[config.mk]
export PLATFORM = sky130hd
export DESIGN_NAME = pix_dec_ser
export DESIGN_NICKNAME = d
export VERILOG_FILES = /design/src/rtl/pds_pkg.sv /design/src/rtl/pds_divider.sv /design/src/rtl/pds_digit_stack.sv /design/src/rtl/pix_dec_ser.sv
export SDC_FILE = /design/constraint.sdc
export NUM_CORES = 1
export LEC_CHECK = 0
export BUFFER_PORTS_ARGS = -buffer_cell sky130_fd_sc_hd__buf_4
export CORE_MARGIN = 2
export CORE_UTILIZATION = 53
export DETAILED_ROUTE_END_ITERATION = 6
export PLACE_DENSITY = 0.75
export SLEW_MARGIN = 20
export SYNTH_ARGS = -nofsm -noshare
export SYNTH_HDL_FRONTEND = slang
export SYNTH_SLANG_ARGS = --single-unit
[constraint.sdc]
create_clock -name clk -period 2.2 [get_ports clk]
set_input_delay 0.11 -clock clk [delete_from_list [all_inputs] [get_ports clk]]
set_output_delay 0.11 -clock clk [all_outputs]
set_load 0.01 [all_outputs]
[src/rtl/pds_pkg.sv]
package pds_pkg;

   typedef enum logic [2:0] {
      ST_IDLE,
      ST_DIV_GO,
      ST_DIV_WAIT,
      ST_EMIT,
      ST_DELIM
   } pds_state_e;

   // number of decimal digits needed for the largest value of 'bits' bits
   function automatic int dec_digits(input int bits);
      int maxv;
      int n;
      maxv = (1 << bits) - 1;
      n    = 1;
      while (maxv >= 10) begin
         maxv = maxv / 10;
         n    = n + 1;
      end
      return n;
   endfunction

endpackage

[src/rtl/pds_divider.sv]
module pds_divider #(
   parameter int W = 8
) (
   input  logic         clk,
   input  logic         rst_n,
   input  logic         start,
   input  logic [W-1:0] dividend,
   input  logic [W-1:0] divisor,
   output logic         busy,
   output logic         done,
   output logic [W-1:0] quotient,
   output logic [W-1:0] remainder
);
   localparam int CW = $clog2(W + 1);

   generate
      if (W < 2) begin : g_bad_w
         $error("pds_divider: W must be at least 2");
      end
   endgenerate

   logic [W-1:0]  q_r;
   logic [W-1:0]  r_r;
   logic [CW-1:0] cnt_r;
   logic          done_r;
   logic [W:0]    trial;
   logic [W:0]    diff;
   logic          borrow;

   always_comb begin
      trial  = {r_r, q_r[W-1]};
      diff   = trial - {1'b0, divisor};
      borrow = diff[W];
   end

   always_ff @(posedge clk) begin
      if (!rst_n) begin
         q_r    <= '0;
         r_r    <= '0;
         cnt_r  <= '0;
         done_r <= 1'b0;
      end else begin
         done_r <= 1'b0;
         if (start) begin
            q_r   <= dividend;
            r_r   <= '0;
            cnt_r <= CW'(W);
         end else if (cnt_r != '0) begin
            q_r   <= {q_r[W-2:0], ~borrow};
            r_r   <= borrow ? trial[W-1:0] : diff[W-1:0];
            cnt_r <= cnt_r - 1'b1;
            if (cnt_r == CW'(1)) done_r <= 1'b1;
         end
      end
   end

   assign busy      = (cnt_r != '0);
   assign done      = done_r;
   assign quotient  = q_r;
   assign remainder = r_r;

   assert_no_restart_R8: assert property (@(posedge clk) disable iff (!rst_n)
      start |-> !busy);
   assert_nonzero_divisor_R8: assert property (@(posedge clk) disable iff (!rst_n)
      start |-> (divisor != '0));

endmodule

[src/rtl/pds_digit_stack.sv]
module pds_digit_stack #(
   parameter int DEPTH = 3,
   parameter int DW    = 4
) (
   input  logic                       clk,
   input  logic                       rst_n,
   input  logic                       push,
   input  logic                       pop,
   input  logic [DW-1:0]              din,
   output logic [DW-1:0]              top,
   output logic [$clog2(DEPTH+1)-1:0] count,
   output logic                       empty
);
   localparam int CNTW = $clog2(DEPTH + 1);

   generate
      if (DEPTH < 1) begin : g_bad_depth
         $error("pds_digit_stack: DEPTH must be at least 1");
      end
   endgenerate

   logic [DW-1:0]   slot [DEPTH];
   logic [CNTW-1:0] cnt_r;

   genvar g;
   generate
      for (g = 0; g < DEPTH; g++) begin : g_slot
         logic [DW-1:0] from_below;
         logic [DW-1:0] from_above;
         if (g == 0) begin : g_first
            assign from_below = din;
         end else begin : g_rest
            assign from_below = slot[g-1];
         end
         if (g == DEPTH - 1) begin : g_last
            assign from_above = '0;
         end else begin : g_inner
            assign from_above = slot[g+1];
         end
         always_ff @(posedge clk) begin
            if (!rst_n) slot[g] <= '0;
            else if (push) slot[g] <= from_below;
            else if (pop) slot[g] <= from_above;
         end
      end
   endgenerate

   always_ff @(posedge clk) begin
      if (!rst_n) cnt_r <= '0;
      else if (push && !pop) cnt_r <= cnt_r + 1'b1;
      else if (pop && !push) cnt_r <= cnt_r - 1'b1;
   end

   assign top   = slot[0];
   assign count = cnt_r;
   assign empty = (cnt_r == '0);

   assert_no_overflow_R9: assert property (@(posedge clk) disable iff (!rst_n)
      push |-> (cnt_r < CNTW'(DEPTH)));
   assert_no_underflow_R9: assert property (@(posedge clk) disable iff (!rst_n)
      pop |-> !empty);
   assert_push_pop_exclusive_R9: assert property (@(posedge clk) disable iff (!rst_n)
      !(push && pop));

endmodule

[src/rtl/pix_dec_ser.sv]
module pix_dec_ser
   import pds_pkg::*;
#(
   parameter int         PIX_W      = 8,
   parameter logic [7:0] ZERO_CHAR  = 8'h30,
   parameter logic [7:0] DELIM_CHAR = 8'h20,
   parameter bit         DELIM_EN   = 1'b1
) (
   input  logic             clk,
   input  logic             rst_n,
   input  logic             pix_valid,
   input  logic [PIX_W-1:0] pix_data,
   output logic             pix_ready,
   input  logic             tx_busy,
   output logic             tx_valid,
   output logic [7:0]       tx_byte
);
   localparam int NDIG = dec_digits(PIX_W);
   localparam int CNTW = $clog2(NDIG + 1);
   localparam pds_state_e AFTER_DIGITS = DELIM_EN ? ST_DELIM : ST_IDLE;

   generate
      if (PIX_W < 4 || PIX_W > 16) begin : g_bad_width
         $error("pix_dec_ser: PIX_W must lie in 4..16");
      end
   endgenerate

   pds_state_e       state_r;
   logic [PIX_W-1:0] work_r;
   logic             hold_r;

   logic             div_start;
   logic             div_busy;
   logic             div_done;
   logic [PIX_W-1:0] div_q;
   logic [PIX_W-1:0] div_r;

   logic [3:0]       stk_top;
   logic [CNTW-1:0]  stk_count;
   logic             stk_empty;

   logic             digit_fire;
   logic             delim_fire;

   assign div_start = (state_r == ST_DIV_GO);

   pds_divider #(.W(PIX_W)) u_div (
      .clk       (clk),
      .rst_n     (rst_n),
      .start     (div_start),
      .dividend  (work_r),
      .divisor   (PIX_W'(10)),
      .busy      (div_busy),
      .done      (div_done),
      .quotient  (div_q),
      .remainder (div_r)
   );

   pds_digit_stack #(.DEPTH(NDIG), .DW(4)) u_stack (
      .clk   (clk),
      .rst_n (rst_n),
      .push  (div_done),
      .pop   (digit_fire),
      .din   (div_r[3:0]),
      .top   (stk_top),
      .count (stk_count),
      .empty (stk_empty)
   );

   assign digit_fire = (state_r == ST_EMIT) && !tx_busy && !hold_r && !stk_empty;
   assign delim_fire = (state_r == ST_DELIM) && !tx_busy && !hold_r;
   assign tx_valid   = digit_fire || delim_fire;
   assign tx_byte    = (state_r == ST_EMIT) ? (ZERO_CHAR + {4'b0000, stk_top}) : DELIM_CHAR;
   assign pix_ready  = (state_r == ST_IDLE);

   always_ff @(posedge clk) begin
      if (!rst_n) begin
         state_r <= ST_IDLE;
         work_r  <= '0;
         hold_r  <= 1'b0;
      end else begin
         hold_r <= tx_valid;
         unique case (state_r)
            ST_IDLE: begin
               if (pix_valid) begin
                  work_r  <= pix_data;
                  state_r <= ST_DIV_GO;
               end
            end
            ST_DIV_GO: state_r <= ST_DIV_WAIT;
            ST_DIV_WAIT: begin
               if (div_done) begin
                  if (div_q == '0) begin
                     state_r <= ST_EMIT;
                  end else begin
                     work_r  <= div_q;
                     state_r <= ST_DIV_GO;
                  end
               end
            end
            ST_EMIT: begin
               if (digit_fire && stk_count == CNTW'(1)) state_r <= AFTER_DIGITS;
            end
            ST_DELIM: begin
               if (delim_fire) state_r <= ST_IDLE;
            end
            default: state_r <= ST_IDLE;
         endcase
      end
   end

   assert_busy_gate_R5: assert property (@(posedge clk) disable iff (!rst_n)
      tx_valid |-> !tx_busy);
   assert_single_pulse_R6: assert property (@(posedge clk) disable iff (!rst_n)
      tx_valid |=> !tx_valid);
   assert_accept_closes_R7: assert property (@(posedge clk) disable iff (!rst_n)
      (pix_valid && pix_ready) |=> !pix_ready);
   assert_delim_reopens_R7: assert property (@(posedge clk) disable iff (!rst_n)
      delim_fire |=> pix_ready);
   assert_ascii_digit_R2: assert property (@(posedge clk) disable iff (!rst_n)
      digit_fire |-> (tx_byte >= ZERO_CHAR && tx_byte <= ZERO_CHAR + 8'd9));
   assert_div_identity_R8: assert property (@(posedge clk) disable iff (!rst_n)
      div_done |-> ((32'(div_q) * 32'd10 + 32'(div_r) == 32'(work_r)) && (div_r < PIX_W'(10))));
   assert_div_idle_when_waiting_R8: assert property (@(posedge clk) disable iff (!rst_n)
      (state_r == ST_EMIT) |-> !div_busy);

endmodule

==> results.json, run 1 <==
{
  "outcome": "finished clean",
  "drt_iter0_markers": 112,
  "min_to": "work_r[7]",
  "grt_pass1_vias": 1799,
  "cp_max_fo": 8,
  "via_count": 1953,
  "r2r_cells": 9,
  "yosysWarnings": 0,
  "ctsLongestPathBuffers": 2,
  "cp-startpoint": "u_stack.count[0]",
  "antenna_left": 0,
  "ir_drop_mv": 1.21,
  "numCtsBuffers": 5,
  "end_kind": "flip-flop",
  "cp_top_family": "simple AND/OR/NAND/NOR gates",
  "tns_ps": 0,
  "coreArea_um2": 4660,
  "synth_cells": 285,
  "io_buffers": 18,
  "min_period_over_period_pct": 89.4,
  "cts_tree": "yes",
  "synth_fa_ha_area_share_pct": 3.47,
  "reg2reg_from": "u_stack.count[0]",
  "drt-wirelength-per-cell_um": 13.7,
  "worst-path-buf-inv": 3,
  "crit_type": "reg -> reg",
  "async_reset_ff_share_pct": 0,
  "critPathLaunchType": "flip-flop",
  "clock.fmax_mhz": 509,
  "routed_wl_mm": 4.76,
  "setup_violations": 0,
  "layout_setup_ws_ps": 233,
  "cts-root-buf": "clkbuf_8",
  "period_needed_ps": 1970,
  "synth_seq_cells": 47,
  "yosys.area_share.xor_xnor_pct": 3.13,
  "hp-start": "pix_data[7]",
  "synth_top_family_by_area": "simple AND/OR/NAND/NOR gates",
  "clk_latency_ps": 300,
  "hold-worst-slack_ps": 155,
  "ys.flop_type": "dfxtp_1",
  "synth_compound_gate_area_share_pct": 16.5,
  "hold_buffers": 0,
  "synth_area_per_cell_um2": 8.85,
  "dp.cells": 341,
  "gp_congestion": 0.800,
  "worst_pin_slew_ps": 674,
  "layout-drive-gt1-share_pct": 12.9,
  "maxCapViolCount": 0,
  "critPathSlowestCell": "dfxtp_1",
  "die_y_um": 73.0,
  "relSlewSlack_pct": 53.9,
  "grtUsageTotal_pct": 19.4,
  "antenna_found_initial": 0,
  "cp_data_arrival_time_ps": 2030,
  "n_antenna_cell": 0,
  "post-dp-hpwl_mm": 3.28,
  "via_per_inst": 5.60,
  "finalNetCount": 313,
  "die_area_um2": 5330,
  "synth_edf_count": 12,
  "clk_pin_slew_ps": 90,
  "powerDensity_nw_per_um2": 1100,
  "start_util_pct": 54.1,
  "yosysUniqueCellTypes": 48,
  "min_path_type": "in -> reg",
  "grt_pass1_wl_mm": 8.14,
  "h-tree-depth": 2,
  "drt_first_pass_iters": 4,
  "synthToLayoutAreaGrowth_pct": 8.78,
  "worstHoldPathCells": 4,
  "layout_commonest_cell": "nand2_1",
  "slew_viol_final": 0,
  "overflow": 0,
  "boundaryPins": 22,
  "rows": 25,
  "ys_seq_area_share_pct": 42.1,
  "synthSimpleGateAreaFrac_pct": 24.9,
  "worst_r2r_endpoint": "u_stack.slot[0][2]",
  "muxShareOfSynthArea_pct": 3.57,
  "clock_skew_ps": 4.79,
  "stdcell_count": 349,
  "leakage_uw": 0.00123,
  "drc": 0,
  "cts.sinks": 47,
  "dpl_worst_slack_ps": 202,
  "die_w_um": 73.0,
  "ff2ff_setup_slack_ps": 230,
  "final_cell_mix": "nand2_1, dfxtp_1, buf_4",
  "grt_max_degree": 40,
  "hold_viol": 0,
  "synth_area_um2": 2520,
  "grt_setup_unrepaired": "false",
  "max_stage_delay_ps": 370,
  "crit_required_ps": 2260,
  "crit_chain": "inv_1, ha_1, nor3_1, nand2_1, inv_1, ha_1, buf_4, o21ai_0, and2_1"
}
## stage by stage
step,cell area (um2),power [uW],utilization (%)
after CTS,2740,3020,58.8
after global placement,2640,2430,56.7
after detailed placement,2640,2470,56.7
final,2740,3010,58.9
after floorplan,2530,2310,-
after global routing,2740,3270,58.9
## cells by family after synthesis
kind of cell / Yosys count
mux: 9
fa+ha+maj: 7
simple gates: 124
xor+xnor: 9
flops: 47
compound gates: 56
other cells: 2
buf+inv: 31
## layer usage
layer  wire [um]  vias up  GRT usage [%]
met5           0        -              0
met4          61        0           6.58
met3         123        6           4.42
met2        2160       22           30.0
met1        2420      918           26.7
li1            -     1007              -
## final cells by class
| type | count | area (um2) |
|---|---|---|
| inverter | 10 | 37.5 |
| clock buffer | 6 | 82.6 |
| multi-input combinational | 208 | 1310 |
| fill | 419 | 1920 |
| tap | 54 | 67.6 |
| clock inverter | 2 | 16.3 |
| timing repair buffer | 22 | 165 |
| sequential | 47 | 1060 |
## what timing repair did
item / CTS / global route
endpoints found under the setup margin: 0 / 8
gates resized for setup: 0 / 1
setup buffers: 0 / 0
## power by group
part	total (uW)	switching [uW]	internal [uW]	leakage, uW
Combinational	1220	697	520	0.000770
Clock	551	295	257	0.0000474
Sequential	1240	175	1070	0.000412
## sequential cells by signal (all words and copies together), names as in the netlist
register / flops
u_div.quotient: 8
u_stack.slot: 12
u_stack.count: 2
state_r: 3
hold_r: 1
u_div.done: 1
work_r: 8
u_div.remainder: 8
u_div.cnt_r: 4
## worst max path at each step
stage                         endpoint  slack (ps)  cells after the start
floorplan           u_stack.slot[0][0]          20                     10
global placement    u_stack.slot[0][0]         280                      8
detailed placement  u_stack.slot[0][0]         200                      8
CTS                 u_stack.slot[0][2]         180                      8
global route        u_stack.slot[0][2]          10                      9
finish              u_stack.slot[0][2]         230                      9
## cells in the mapped netlist (2+ instances only)
library cell | count | area share, %
buf_4 | 3 | 0.89
o21ai_0 | 9 | 1.8
a21oi_1 | 10 | 2.0
ha_1 | 7 | 3.5
nand2_1 | 45 | 6.7
buf_6 | 3 | 1.3
nor4_1 | 2 | 0.50
o211a_1 | 15 | 6.0
a211oi_1 | 3 | 0.89
o31ai_1 | 4 | 1.2
or3_1 | 2 | 0.50
nand2b_1 | 2 | 0.50
edfxtp_1 | 12 | 14
nor2b_1 | 6 | 1.5
dfxtp_1 | 35 | 28
conb_1 | 2 | 0.30
nor2_1 | 17 | 2.5
a22oi_1 | 4 | 1.2
and2_1 | 13 | 3.2
nor3_1 | 5 | 0.99
a21boi_0 | 3 | 0.89
clkbuf_1 | 12 | 1.8
or3_2 | 2 | 0.60
xnor2_1 | 5 | 1.7
nand4_1 | 3 | 0.74
buf_2 | 2 | 0.40
xor2_1 | 4 | 1.4
inv_1 | 10 | 1.5
o21a_1 | 2 | 0.60
and3_1 | 6 | 1.5
mux2i_1 | 9 | 3.6
nand3_1 | 12 | 2.4
## worst reg2reg max path, delay by kind of cell, from the launching register on
kind	cells	cell delay (ps)
simple gates	3	500
fa+ha+maj	2	460
flops	1	370
compound gates	1	80
buf+inv	3	320
Note: power is estimated with default switching activity, not from simulation.
==> inputs of run 2 (changes only) <==
Settings changed: BUFFER_PORTS_ARGS -buffer_cell sky130_fd_sc_hd__buf_4 to not set, CORE_UTILIZATION 53 to 57, DONT_BUFFER_PORTS set to 1.
==> results.json, run 2 (synthesis results as in run 1) <==
{
  "outcome": "finished clean",
  "setup_violations": 0,
  "drt_first_pass_iters": 4,
  "via_per_inst": 5.78,
  "largest_reg_flops": 12,
  "regMostFlops": "u_stack.slot",
  "n_antenna_cell": 0,
  "rows": 24,
  "cts_tree": "yes",
  "layout_commonest_cell": "nand2_1",
  "period_needed_ps": 1910,
  "maxCapViolCount": 0,
  "cts.sinks": 47,
  "final_cell_mix": "nand2_1, dfxtp_1, nor2_1",
  "end_kind": "flip-flop",
  "clk_pin_slew_ps": 100,
  "crit_chain": "inv_1, ha_1, nor3_1, nand2_1, inv_1, ha_1, nor2_1, nand2_1",
  "clock_skew_ps": 8.39,
  "io_buffers": 0,
  "numCtsBuffers": 5,
  "post-dp-hpwl_mm": 3.18,
  "grt_pass1_wl_mm": 8.14,
  "die_area_um2": 4970,
  "ir_drop_mv": 0.977,
  "die_y_um": 70.5,
  "max_stage_delay_ps": 370,
  "dp.cells": 320,
  "routed_wl_mm": 4.67,
  "synthToLayoutAreaGrowth_pct": 4.12,
  "cp_data_arrival_time_ps": 1890,
  "antenna_left": 0,
  "grt_pass1_vias": 1812,
  "worst_pin_slew_ps": 783,
  "grtUsageTotal_pct": 20.0,
  "coreArea_um2": 4290,
  "die_w_um": 70.5,
  "drc": 0,
  "overflow": 0,
  "critPathLaunchType": "flip-flop",
  "h-tree-depth": 2,
  "via_count": 1909,
  "relSlewSlack_pct": 47.6,
  "clock.fmax_mhz": 523,
  "powerDensity_nw_per_um2": 1150,
  "layout-drive-gt1-share_pct": 6.47,
  "drt-wirelength-per-cell_um": 14.2,
  "final_area_um2": 2630,
  "grt_max_degree": 24,
  "min_path_type": "in -> reg",
  "start_util_pct": 58.7,
  "cts_resized": 0,
  "stdcell_count": 330,
  "fill_cells": 357,
  "hold_viol": 0,
  "boundaryPins": 22,
  "cts-root-buf": "clkbuf_8",
  "min_period_over_period_pct": 87.0,
  "antenna_found_initial": 0,
  "gp_congestion": 0.770,
  "place_area_um2": 2500,
  "tns_ps": 0,
  "critPathSlowestCell": "dfxtp_1",
  "grt_setup_unrepaired": "false",
  "slew_viol_final": 0,
  "ctsLongestPathBuffers": 2,
  "drt_iter0_markers": 140,
  "dpl_worst_slack_ps": 312,
  "clk_latency_ps": 300,
  "crit_required_ps": 2180,
  "cp_max_fo": 8,
  "leakage_uw": 0.00115,
  "finalNetCount": 296,
  "layout_setup_ws_ps": 286,
  "crit_type": "reg -> reg"
}
==> run 2: stage by stage <==
stage / power, uW / hold slack [ps] / util, %
after global placement: 2390 / 240 / 58.2
final: 3030 / 11.7 / 61.2
after floorplan: 2310 / 365 / -
after CTS: 3040 / 4.58 / 60.9
after detailed placement: 2430 / 245 / 58.2
after global routing: 3270 / 11.0 / 61.2
==> run 2: worst paths after layout <==
path                                  startpoint            endpoint  slack, ps  cells past startpoint
worst max-delay path            u_stack.count[0]  u_stack.slot[1][1]        290                      8
worst min-delay path                       rst_n  u_stack.slot[0][1]         10                      1
worst max register to register  u_stack.count[0]  u_stack.slot[1][1]        290                      8
worst min register to register         work_r[0]           work_r[0]        500                      1
==> run 2: final cells by class <==
type	count	area, um2	share of cell area, %
well taps	52	65.1	2.48
clock inverters	2	15.0	0.572
clock buffers	6	93.8	3.57
repair buffers	5	42.5	1.62
multi-input cells	208	1310	49.9
flip-flops and latches	47	1060	40.4
inverters	10	37.5	1.43
==> run 2: repair_timing <==
| action | CTS | global route |
|---|---|---|
| buffers inserted | 0 | 0 |
| hold buffers | 1 | 1 |
| endpoints found under the hold margin | 23 | 1 |
==> run 2: worst max-delay path, delay by kind of cell, from the launching register on <==
kind	cells	cell delay (ps)
simple gates	4	690
fa+ha+maj	2	390
flops	1	370
buf+inv	2	130
==> run 2: layer usage <==
metal	vias up	global-route usage [%]	routed length [um]
li1	974	-	-
met4	0	5.56	47
met3	6	4.47	154
met2	35	33.0	2260
met1	894	26.5	2210
met5	-	0	0
==> run 2: power by group <==
part / internal [uW] / switching [uW]
Clock: 298 / 311
Combinational: 499 / 666
Sequential: 1070 / 185
==> inputs of run 3 (changes only) <==
Settings changed: CORE_UTILIZATION 57 to 60, PLACE_DENSITY 0.75 to 0.76.
Clock period 2.2 ns to 1.85 ns, I/O delays scaled along.
==> results.json, run 3 (synthesis results as in run 1) <==
{
  "outcome": "finished clean",
  "cts.sinks": 47,
  "clk_pin_slew_ps": 90,
  "cts_tree": "yes",
  "drc": 0,
  "setup_violations": 0,
  "ctsLongestPathBuffers": 2,
  "place_area_um2": 2640,
  "largest_reg_flops": 12,
  "worst_r2r_endpoint": "u_stack.slot[1][0]",
  "grt_pass1_wl_mm": 7.96,
  "h-tree-depth": 2,
  "p_comb_share_pct": 43.8,
  "grt_max_degree": 30,
  "switching_share_pct": 37.8,
  "ff_latch_area_um2": 1060,
  "p_seq_share_pct": 37.8,
  "n_antenna_cell": 0,
  "gp_congestion": 0.830,
  "final_cell_mix": "nand2_1, dfxtp_1, buf_4",
  "cts-root-buf": "clkbuf_8",
  "start_util_pct": 62.6,
  "grt_pass1_vias": 1808,
  "ir_drop_mv": 1.01,
  "reg2reg_from": "u_stack.count[0]",
  "hold-worst-slack_ps": 10.0,
  "worst_pin_slew_ps": 954,
  "utilization_pct": 69.0,
  "dp.cells": 335,
  "layout_commonest_cell": "nand2_1",
  "leakage_uw": 0.00124,
  "die_area_um2": 4740,
  "cp_max_fo": 12,
  "power.share.clock_pct": 18.4,
  "relSlewSlack_pct": 36.2,
  "io_buffers": 0,
  "grtUsageTotal_pct": 22.7,
  "powerDensity_nw_per_um2": 1380,
  "overflow": 0,
  "crit_required_ps": 1910,
  "end_kind": "flip-flop",
  "antenna_left": 0,
  "clk_latency_ps": 310,
  "min_path_type": "in -> reg",
  "layout-drive-gt1-share_pct": 13.9,
  "via_per_inst": 5.78,
  "switchingPower_uw": 1450,
  "regMostFlops": "u_stack.slot",
  "grt_setup_unrepaired": "true",
  "clock_skew_ps": 7.42,
  "endpoint": "u_stack.slot[1][0]",
  "drt_first_pass_iters": 4,
  "post-dp-hpwl_mm": 3.54,
  "ff2ff_setup_slack_ps": 120,
  "p_int_uw": 2390,
  "period_needed_ps": 1730,
  "clock.fmax_mhz": 577,
  "drt_iter0_markers": 106,
  "finalNetCount": 314,
  "cp_data_arrival_time_ps": 1800,
  "via_count": 1999,
  "drt-wirelength-per-cell_um": 14.4,
  "cp-startpoint": "u_stack.count[0]",
  "fill_cells": 326,
  "die_y_um": 68.8,
  "hold_viol": 0,
  "maxCapViolCount": 0,
  "synthToLayoutAreaGrowth_pct": 10.2,
  "antenna_found_initial": 0,
  "stdcell_count": 346,
  "crit_type": "reg -> reg",
  "multi_input_area_um2": 1330,
  "final_area_um2": 2780,
  "rows": 23,
  "numCtsBuffers": 5,
  "critPathLaunchType": "flip-flop",
  "coreArea_um2": 4030,
  "routed_wl_mm": 4.98,
  "slew_viol_final": 0,
  "min_period_over_period_pct": 93.7,
  "boundaryPins": 22,
  "die_w_um": 68.8,
  "r2r_cells": 9
}
[run 3: what timing repair did]
action / CTS / global route
hold buffers: 1 / 0
gates resized for setup: 0 / 3
setup endpoints to repair: 0 / 19
endpoints found under the hold margin: 29 / 0
buffers inserted: 0 / 2
[run 3: critical path: stages, from the launching register on]
cell and delay (ps):
dfxtp_1 350, inv_1 50, ha_1 200, nor3_2 180
nand2_1 100, inv_1 90, ha_4 200, nor2_1 100
a22oi_1 160, nor2b_1 70
[run 3: worst min path at each step]
stage / from / to / slack (ps) / cells after the start
3_3_place_gp: rst_n / hold_r / 220 / 1
2_1_floorplan: pix_data[1] / work_r[1] / 350 / 3
3_5_place_dp: rst_n / u_stack.count[1] / 230 / 1
4_1_cts: rst_n / u_stack.slot[1][0] / 4 / 1
5_1_grt: rst_n / u_stack.slot[2][3] / 10 / 1
6_report: rst_n / u_stack.slot[1][0] / 10 / 1
[run 3: final cells by class]
class / instances / share of cell area, %
clock buffer: 6 / 3.38
multi-input combinational: 208 / 48.0
sequential: 47 / 38.2
timing repair buffer: 23 / 6.30
clock inverter: 2 / 0.495
tap: 50 / 2.25
inverter: 10 / 1.44
[run 3: power groups by stage]
stage	clock network (uW)	logic (uW)	registers [uW]
after floorplan	0	1330	1420
after global placement	0	1600	1470
after detailed placement	0	1660	1470
after CTS	718	1680	1450
after global routing	755	1900	1480
final	706	1690	1450
[run 3: per-stage QoR]
step                setup slack, ps  TNS [ps]  total power (uW)
floorplan                      7.02         0              2750
global placement                122         0              3070
detailed placement             43.2         0              3130
CTS                            31.7         0              3850
global route                  -7.55     -7.55              4140
finish                          117         0              3840
[run 3: routing by layer]
layer  vias to the layer above  track usage, %  part of all wire (%)
met1                       942            27.4                    46
met2                        40            38.8                    48
met3                         9            5.52                   4.6
li1                       1008               -                     -
met5                         -               0                     0
met4                         0            8.58                   1.4
